===== src/rtl/sa_pkg.sv =====
package sa_pkg;
  // width of one share field; holds values 1..32
  localparam int SA_SHW = 6;
  typedef logic [SA_SHW-1:0] sa_share_t;
endpackage


===== src/rtl/sa_rr_pick.sv =====
module sa_rr_pick #(
  parameter int N_MST = 3,
  localparam int IW = $clog2(N_MST)
) (
  input  logic [N_MST-1:0] req,
  input  logic [IW-1:0]    last,
  output logic [IW-1:0]    pick,
  output logic             found
);
  // scan last+1, last+2, ... wrapping; the last index itself is tried last
  always_comb begin
    pick  = last;
    found = 1'b0;
    for (int k = 1; k <= N_MST; k++) begin
      int idx;
      idx = (int'(last) + k) % N_MST;
      if (!found && req[idx]) begin
        pick  = IW'(idx);
        found = 1'b1;
      end
    end
  end

  always_comb begin
    assert (found == (|req)) else $error("AST_PICK_FOUND");
  end
endmodule


===== src/rtl/sa_tenure.sv =====
module sa_tenure
  import sa_pkg::*;
#(
  parameter int N_MST = 3,
  parameter logic [N_MST*SA_SHW-1:0] SHARES = {6'd8, 6'd1, 6'd1},
  localparam int IW = $clog2(N_MST)
) (
  input  logic             clk,
  input  logic             rst_n,
  input  logic [N_MST-1:0] req,
  input  logic             s_ready,
  input  logic [IW-1:0]    rr_pick,
  input  logic             rr_found,
  output logic [IW-1:0]    owner,
  output logic [IW-1:0]    gnt,
  output logic             gnt_vld
);
  logic      holding;
  sa_share_t used, used_nxt, share_cur;
  logic      keep, acc;

  always_comb begin
    share_cur = SHARES[int'(owner)*SA_SHW +: SA_SHW];
    keep      = holding && req[owner] && (used < share_cur);
    gnt       = keep ? owner : rr_pick;
    gnt_vld   = keep || rr_found;
    acc       = gnt_vld && req[gnt] && s_ready;
    used_nxt  = (keep ? used : '0) + SA_SHW'(acc);
  end

  always_ff @(posedge clk or negedge rst_n) begin
    if (!rst_n) begin
      owner   <= IW'(N_MST-1);
      used    <= '0;
      holding <= 1'b0;
    end else if (gnt_vld) begin
      owner   <= gnt;
      used    <= used_nxt;
      holding <= 1'b1;
    end else begin
      holding <= 1'b0;
    end
  end

  AST_SHARE_CAP: assert property (@(posedge clk) disable iff (!rst_n)
    holding |-> (used <= share_cur)) else $error("AST_SHARE_CAP");

  AST_NO_COUNT_STALL: assert property (@(posedge clk) disable iff (!rst_n)
    (keep && !s_ready) |=> (used == $past(used))) else $error("AST_NO_COUNT_STALL");
endmodule


===== src/rtl/share_arbiter.sv =====
module share_arbiter
  import sa_pkg::*;
#(
  parameter int N_MST = 3,
  parameter logic [N_MST*SA_SHW-1:0] SHARES = {6'd8, 6'd1, 6'd1},
  localparam int IW = $clog2(N_MST)
) (
  input  logic             clk,
  input  logic             rst_n,
  input  logic [N_MST-1:0] m_valid,
  output logic [N_MST-1:0] m_ready,
  output logic             s_valid,
  output logic [IW-1:0]    s_owner,
  input  logic             s_ready
);
  logic [IW-1:0] owner, rr_pick, gnt;
  logic          rr_found, gnt_vld;

  sa_rr_pick #(.N_MST(N_MST)) u_pick (
    .req(m_valid), .last(owner), .pick(rr_pick), .found(rr_found)
  );

  sa_tenure #(.N_MST(N_MST), .SHARES(SHARES)) u_ten (
    .clk(clk), .rst_n(rst_n), .req(m_valid), .s_ready(s_ready),
    .rr_pick(rr_pick), .rr_found(rr_found),
    .owner(owner), .gnt(gnt), .gnt_vld(gnt_vld)
  );

  assign s_valid = gnt_vld;
  assign s_owner = gnt;

  for (genvar i = 0; i < N_MST; i++) begin : g_rdy
    assign m_ready[i] = gnt_vld && (gnt == IW'(i)) && s_ready;
  end

  AST_ONE_READY: assert property (@(posedge clk) disable iff (!rst_n)
    $onehot0(m_ready)) else $error("AST_ONE_READY");

  AST_READY_HAS_VALID: assert property (@(posedge clk) disable iff (!rst_n)
    ((m_ready & ~m_valid) == '0)) else $error("AST_READY_HAS_VALID");

  AST_IDLE_QUIET: assert property (@(posedge clk) disable iff (!rst_n)
    (m_valid == '0) |-> (!s_valid && m_ready == '0)) else $error("AST_IDLE_QUIET");

  AST_STALL_HOLD: assert property (@(posedge clk) disable iff (!rst_n)
    (s_valid && !s_ready) |=> (!m_valid[$past(s_owner)] || s_owner == $past(s_owner)))
    else $error("AST_STALL_HOLD");
endmodule


===== config.mk =====
export PLATFORM = sky130hd
export DESIGN_NAME = share_arbiter
export DESIGN_NICKNAME = d
export VERILOG_FILES = /design/src/rtl/sa_pkg.sv /design/src/rtl/sa_rr_pick.sv /design/src/rtl/sa_tenure.sv /design/src/rtl/share_arbiter.sv
export SDC_FILE = /design/constraint.sdc
export NUM_CORES = 1
export LEC_CHECK = 0
export CORE_MARGIN = 4
export CORE_UTILIZATION = 43
export DETAILED_ROUTE_END_ITERATION = 10
export PLACE_DENSITY_LB_ADDON = 0.1
export SLEW_MARGIN = 0
export SYNTH_ARGS = -nofsm -noshare
export SYNTH_HDL_FRONTEND = slang
export SYNTH_HIERARCHICAL = 1
export SYNTH_SLANG_ARGS = --single-unit
export TNS_END_PERCENT = 50

===== constraint.sdc =====
create_clock -name clk -period 7.2 [get_ports clk]
set_input_delay 0.72 -clock clk [delete_from_list [all_inputs] [get_ports clk]]
set_output_delay 0.72 -clock clk [all_outputs]
set_load 0.03 [all_outputs]

==> flow_summary.toml, run 1 <==
[status]
status = "finished clean"

[yosys]
synth.distinct_cells = 49
synthFlopType = "dfrtp_1"
syn_inst = 107
syn_avg_cell_area_um2 = 8.75
synth_edf_count = 0
seq_area_frac_synth = 0.242
synth.area.top_cells = "dfrtp_1, ha_1, mux2_2"
yosysMostFrequentCell = "nand2_1"
async_reset_ff_frac = 1.00
yosysTopAreaCell = "dfrtp_1"
synth.cell_area_um2 = 936
synthTopCellsByCount = "nand2_1, dfrtp_1, inv_1"
yosysWarnings = 6
yosys_register_bits = 9
synth_top_area_share = 0.214
syn_nets = 118

[sta]
setup_tns_ps = 0
report.final.slew_viol_count = 0
max_freq_mhz = 230
fin_skew_ps = 7.08
rsz0062_at_grt = "false"
setup_viol = 0
slew_headroom = 0.560
worst_slack_ps = 2860
worst_pin_slew_ps = 655
whs_ps = 520
min_period_ps = 4340
hold_viol_final = 0
fin_crit_sh = 0.603

[critical_path]
regToRegSetupSlack_ps = 3790
crit_chain = "inv_1 -> ha_1 -> nor2b_1 -> o21ai_0 -> and3_1 -> o32a_1 -> o21ai_0 -> and2_1 -> inv_1 -> and4bb_2 -> clkdlybuf4s50_1"
cp.required_ps = 6480
critPathCaptureType = "output pin"
crit_type = "flip-flop to output pin"
cp.arrival_ps = 3620
cp_slowest_stage_delay_ps = 660
crit_fanout = 15
worstSetupStartpointType = "flip-flop"
slowest_stage = "clkdlybuf4s50_1"

[routing]
drtIter0Drc = 21
viasPerCell = 5.85
via_count = 843
post_drt_wl_per_cell_um = 13.9
dr.pass1.iters = 4
drtAntennaViolNets = 0
drc = 0
wl_mm = 2.00

[global_route]
grt.overflow.total = 0
grt_pass1_vias = 810
grt_max_degree = 18
antenna_found_initial = 0
grt_use_total = 0.163
grt_pass1_wl_mm = 3.58

[clock_tree]
clockBufferDepth = 2
cts_sinks = 9
cts_tree = "yes"
cts_setup_buffers = 0
numCtsBuffers = 3
h-tree-depth = 1
cts_root_buf = "clkbuf_4"
cts.reportedPaths.clkPinSlew_ps = 60
ctsHoldBuffers = 0
ctsResizeCount = 0
worstSkewPairLatency_ps = 260

[floorplan]
die_w_um = 54.7
die_height_um = 54.7
die_area_um2 = 2990
core_region_area_um2 = 2020
io_pins = 12
initial_core_util = 0.463
fp-row-count = 16

[place]
io_buffer_count = 11
gp_routability_congestion = 0.787
post-place-ws_ps = 2900
dp.cells = 140
hpwlAfterDp_mm = 1.49

[layout]
nets = 129
drive_above_1_share = 0.188
filler_cell_count = 197
synthToLayoutAreaGrowth_pct = 15.4
antenna_cells = 0
instances_no_fill = 144

[job]
cap_violations = 0

[min_path]
worst_hold_path_type = "flip-flop to flip-flop"
-- per-layer routing --
metal,up-vias,track usage,part of all wire
met2,27,0.242,0.42
li1,425,-,-
met3,0,0.0490,0.070
met4,0,0.0249,0
met5,-,0,0
met1,391,0.234,0.51
-- critical path, delay by kind of cell (launching register included) --
family / cells / cell delay [ps]
AO/OA/AOI/OAI: 3 / 550
adder cells (fa/ha/maj): 1 / 560
AND/OR/NAND/NOR: 4 / 920
flip-flops: 1 / 510
buffers and inverters: 3 / 820
-- registers in the layout, summed over array words and instances, names as in the netlist --
signal         flops
u_ten/owner        2
u_ten/used         6
u_ten/holding      1
-- through the flow --
stage	util	instance area, um^2
5_1_grt	0.534	1080
3_3_place_gp	0.520	1050
3_5_place_dp	0.520	1050
6_report	0.534	1080
2_1_floorplan	-	936
4_1_cts	0.534	1080
-- worst paths after layout --
kind / cells past startpoint / from / to
setup / recovery: 11 / u_ten/owner[0] / m_ready[0]
hold / removal: 1 / u_ten/used[4] / u_ten/used[4]
setup reg to reg: 13 / u_ten/owner[0] / u_ten/used[2]
hold reg to reg: 1 / u_ten/used[4] / u_ten/used[4]
max in group asynchronous: 1 / rst_n / u_ten/owner[1]
min in group asynchronous: 1 / rst_n / u_ten/used[0]
-- cells in the final DEF (no fill, tap or decap), types with 2 or more instances in the layout --
cell type         n
nor2b_1           3
clkbuf_4          3
o21ai_0           6
ha_1              5
a21oi_1           5
nor2_1            2
mux2i_1           3
inv_1             8
and4b_2           2
nand3_1           7
o31ai_1           2
and3_2            2
clkdlybuf4s50_1  11
dfrtp_1           8
nand4bb_1         2
mux2_2            4
nand2_1          10
a32oi_1           2
-- kinds of logic (layout without fill, tap and decap cells) --
group / Yosys count / in the layout / share of synthesized area
mux: 7 / 7 / 0.0802
compound gates: 32 / 32 / 0.265
simple gates: 40 / 40 / 0.275
fa+ha+maj: 5 / 5 / 0.0668
buf+inv: 13 / 23 / 0.0615
flops: 9 / 9 / 0.242
xor+xnor: 1 / 1 / 0.00936
-- final cells by class --
cell class	instances	area, um^2	share of cell area
timing repair buffer	11	110	0.102
clock buffer	3	22.5	0.0209
inverter	8	30.0	0.0278
multi-input combinational	85	652	0.604
sequential	9	226	0.210
tap	27	33.8	0.0313
clock inverter	1	5.00	0.00463
Power of run 1 is left out: the tool's default activity adds up to more than one toggle a clock period on the data nets, which glitch-free logic cannot reach.
==> run 2, diff against run 1 <==
Clock period 7.2 ns to 3.68 ns, I/O delays scaled along.
==> run 2 against run 1 <==
- clock-buffer cell count increased by 1
- core utilization increased by 3.0 points
- non-clock buffer count increased by 9
- clock skew decreased by 6.1 ps
- routed wire length decreased by 1.6%
- critical path depth decreased by 1
- first-iteration DRC count increased by 9.5%
- critical endpoint is now s_owner[1]
==> flow_summary.toml, run 2 (synthesis gave the netlist of run 1 again) <==
[status]
status = "finished clean"

[global_route]
grt_max_degree = 13
grt_use_total = 0.163
antenna_found_initial = 0
grt_pass1_wl_mm = 3.62
grt_pass1_vias = 815
grt.overflow.total = 0

[floorplan]
die_height_um = 54.7
initial_core_util = 0.463
die_area_um2 = 2990
die_w_um = 54.7
io_pins = 12
core_region_area_um2 = 2020
fp-row-count = 16

[place]
io_buffer_count = 11
gp_routability_congestion = 0.822
hpwlAfterDp_mm = 1.59
post-place-ws_ps = 131

[clock_tree]
clockBufferDepth = 2
cts.reportedPaths.clkPinSlew_ps = 50
cts_root_buf = "clkbuf_4"
h-tree-depth = 1
ctsHoldBuffers = 0
numCtsBuffers = 3
worstSkewPairLatency_ps = 240
cts_tree = "yes"
cts_sinks = 9

[critical_path]
cpMostUsedCell = "nand2_1"
regToRegSetupSlack_ps = 350
worstSetupStartpointType = "flip-flop"
cp.required_ps = 3310
cp_slowest_stage_delay_ps = 680
crit_type = "flip-flop to output pin"
slowest_stage = "clkdlybuf4s50_1"
critPathCaptureType = "output pin"
cp.arrival_ps = 3040
r2r-end = "u_ten/used[2]"
rr_startpoint = "u_ten/owner[1]"
crit_chain = "inv_1 -> ha_1 -> buf_4 -> nand2_1 -> o31ai_1 -> a21oi_1 -> a2bb2oi_1 -> o21ai_1 -> nand2_1 -> clkdlybuf4s50_1"
rr_worst_depth = 14
crit_fanout = 12

[sta]
worst_pin_slew_ps = 394
min_period_ps = 3410
setup_viol = 0
setup_tns_ps = 0
hold_viol_final = 0
max_freq_mhz = 293
rsz0062_at_grt = "false"
worst_slack_ps = 271
fin_crit_sh = 0.926
report.final.slew_viol_count = 0
fin_skew_ps = 0.987
slew_headroom = 0.737

[layout]
fin_util = 0.564
synthToLayoutAreaGrowth_pct = 21.9
layout_commonest_cell = "nand2_1"
largest_reg_flops = 6
top_register = "u_ten/used"
reg_top3 = "u_ten/used: 6 flops, u_ten/owner: 2 flops, u_ten/holding: 1 flops"
drive_above_1_share = 0.254
nets = 138
final_cell_mix = "nand2_1, buf_4, inv_1, dfrtp_1, nand3_1"
antenna_cells = 0

[power_and_ir_drop]
pwr-share-comb = 0.809
power_frac_seq = 0.132
p_per_area_nw_per_um2 = 1010
switching_share = 0.499
clkPwrFrac = 0.059
irDropWorstVdd_uv = 537
leakage_nw = 0.526
total_power_mw = 1.16
power_switching_mw = 0.576
intPower_mw = 0.579

[min_path]
worst_hold_path_type = "input port to asynchronous set/reset pin"

[routing]
drtIter0Drc = 23
drc = 0
wl_mm = 1.97
viasPerCell = 5.56
dr.pass1.iters = 4
via_count = 850
drtAntennaViolNets = 0
post_drt_wl_per_cell_um = 12.9

[job]
cap_violations = 0
==> run 2: timing repair <==
action,4_1_cts,5_1_grt
endpoints found under the setup margin,3,5
gates resized for setup,3,7
setup buffers,0,0
gates cloned,0,0
==> run 2: worst max path at each step <==
stage / startpoint / to / cells after the start
2_1_floorplan: u_ten/owner[1] / m_ready[0] / 9
3_3_place_gp: u_ten/owner[1] / m_ready[0] / 11
3_5_place_dp: u_ten/owner[1] / m_ready[0] / 11
4_1_cts: u_ten/owner[1] / m_ready[0] / 11
5_1_grt: u_ten/owner[1] / m_ready[1] / 10
6_report: u_ten/owner[1] / s_owner[1] / 10
==> run 2: layout make-up <==
class	instances	area, um^2
fill	183	881
multi-input combinational	85	652
sequential	9	226
timing repair buffer	20	173
tap	27	33.8
inverter	8	30.0
clock buffer	4	26.3
==> run 2: metrics by stage <==
step,hold slack [ps],cell area (um^2),std cells
6_report,400,1140,153
5_1_grt,413,1140,153
4_1_cts,401,1140,153
3_5_place_dp,501,1120,149
3_3_place_gp,499,1120,149
2_1_floorplan,72.4,936,107
==> run 2: per-layer routing <==
layer	track usage	wire [um]	vias to the layer above
met5	0	0	-
met4	0.0622	12	0
met3	0.0163	96	2
met2	0.248	904	22
met1	0.235	955	382
li1	-	-	444
==> run 2: power groups by stage <==
stage                     sequential [mW]  clock (mW)  combinational [mW]
after global placement              0.153           0               0.951
after floorplan                     0.154           0               0.684
after CTS                           0.153      0.0727               0.942
final                               0.152      0.0681               0.935
after detailed placement            0.154           0               0.957
after global routing                0.157      0.0783                1.03
==> run 2: worst max-delay path, delay by kind of cell, from the launching register on <==
kind / cells / cell delay (ps)
buffers and inverters: 3 / 950
AO/OA/AOI/OAI: 4 / 690
flip-flops: 1 / 630
adder cells (fa/ha/maj): 1 / 320
AND/OR/NAND/NOR: 2 / 210
(Power assumes the default switching activity.)
==> run 3, diff against run 2 <==
--- a/constraint.sdc
+++ b/constraint.sdc
@@ -3,2 +3,2 @@
 set_output_delay 0.368 -clock clk [all_outputs]
-set_load 0.03 [all_outputs]
+set_load 0.05 [all_outputs]
==> run 3 against run 2 <==
- cell count decreased by 3.9%
- worst hold slack better by 6.6 ps
- register-to-register slack worse by 40 ps
- routed wire length shrank 1.4%
- die area did not move
- clock skew grew 0.69 ps
- flip-flop and latch count unchanged
- critical path type is now flip-flop to flip-flop
==> flow_summary.toml, run 3 (synthesis gave the netlist of run 1 again) <==
[floorplan]
die_area_um2 = 2990
initial_core_util = 0.463
io_pins = 12
die_w_um = 54.7
die_height_um = 54.7
core_region_area_um2 = 2020
fp-row-count = 16

[status]
status = "finished clean"

[global_route]
antenna_found_initial = 0
grt_pass1_wl_mm = 3.40
grt_use_total = 0.151
grt.overflow.total = 0
grt_max_degree = 18
grt_pass1_vias = 782

[routing]
post_drt_wl_per_cell_um = 13.2
wl_mm = 1.94
drc = 0
viasPerCell = 5.64
drtAntennaViolNets = 0
via_count = 829
drtIter0Drc = 15
dr.pass1.iters = 4

[layout]
filler_cell_count = 192
layout_commonest_cell = "nand2_1"
reg_top3 = "u_ten/used: 6 flops, u_ten/owner: 2 flops, u_ten/holding: 1 flops"
antenna_cells = 0
drive_above_1_share = 0.250
synthToLayoutAreaGrowth_pct = 19.9
final_cell_mix = "nand2_1, inv_1, dfrtp_1"
nets = 132
top_register = "u_ten/used"
largest_reg_flops = 6

[clock_tree]
cts_tree = "yes"
cts_root_buf = "clkbuf_4"
numCtsBuffers = 3
worstSkewPairLatency_ps = 250
h-tree-depth = 1
cts_setup_buffers = 0
cts.reportedPaths.clkPinSlew_ps = 60
cts_sinks = 9
ctsHoldBuffers = 0
clockBufferDepth = 2

[place]
hpwlAfterDp_mm = 1.47
gp_routability_congestion = 0.804
io_buffer_count = 11

[min_path]
worst_hold_path_type = "input port to asynchronous set/reset pin"

[sta]
worst_pin_slew_ps = 504
rsz0062_at_grt = "false"
fin_skew_ps = 1.68
slew_headroom = 0.664
fin_crit_sh = 0.915
hold_viol_final = 0
report.final.slew_viol_count = 0
max_freq_mhz = 297
setup_tns_ps = 0
min_period_ps = 3370
setup_viol = 0

[critical_path]
cp.arrival_ps = 3550
worstSetupStartpointType = "flip-flop"
crit_fanout = 15
crit_type = "flip-flop to flip-flop"
critPathCaptureType = "flip-flop"
cp.required_ps = 3870

[job]
cap_violations = 0
[run 3: changes by cell type in the layout (fill, tap and decap cells not counted), sizes merged]
cell	before	now
buf	9	7
dlymetal6s2s	2	1
clkdlybuf4s50	6	5
dlygate4sd2	0	1
clkdlybuf4s15	1	0
clkbuf	6	4
[run 3: per-stage QoR]
step	util	setup WS [ps]	cells	hold slack (ps)	cell area (um^2)
after floorplan	-	551	107	72.4	936
after global routing	0.555	20.8	147	420	1120
after global placement	0.539	355	143	506	1090
final	0.555	313	147	407	1120
after CTS	0.551	61.1	147	411	1110
after detailed placement	0.539	261	143	509	1090
[run 3: layer usage]
layer / GRT usage / part of all wire / routed length (um) / vias to the layer above
met2: 0.226 / 0.44 / 850 / 20
met5: 0 / 0 / 0 / -
li1: - / - / - / 440
met4: 0.0415 / 0 / 0 / 0
met3: 0.0163 / 0.044 / 85 / 0
met1: 0.226 / 0.52 / 1010 / 369
[run 3: what timing repair did]
item | 4_1_cts | 5_1_grt
endpoints found under the hold margin | 0 | 0
endpoints found under the setup margin | 1 | 5
resized for setup | 1 | 3
[run 3: path summary, 6_finish.rpt]
path	slack, ps	from	endpoint	cells past startpoint
max in group asynchronous	2960	rst_n	u_ten/owner[1]	1
worst max-delay path	310	u_ten/owner[1]	u_ten/used[2]	12
worst min-delay path	410	rst_n	u_ten/used[3]	1
worst max register to register	310	u_ten/owner[1]	u_ten/used[2]	12
min in group clk	520	u_ten/used[4]	u_ten/used[4]	1
worst min register to register	520	u_ten/used[4]	u_ten/used[4]	1
[run 3: area by class of cell]
| type | instances | area (um^2) | area share |
|---|---|---|---|
| multi-input combinational | 85 | 657 | 0.585 |
| sequential | 9 | 226 | 0.202 |
| timing repair buffer | 14 | 149 | 0.133 |
| tap | 27 | 33.8 | 0.0301 |
| inverter | 8 | 30.0 | 0.0268 |
| clock buffer | 4 | 26.3 | 0.0234 |
[run 3: critical path, cell delays in order (launching register included)]
cell and delay, ps:
dfstp_2 630, ha_2 390, nor2b_1 170, o21ai_0 260
a32oi_1 140, a2bb2oi_1 240, o21ai_1 170, a21bo_1 210
a311oi_2 260, ha_1 230, ha_1 200, a21boi_0 190
o221a_2 210
Power of run 3 is left out for the same reason.
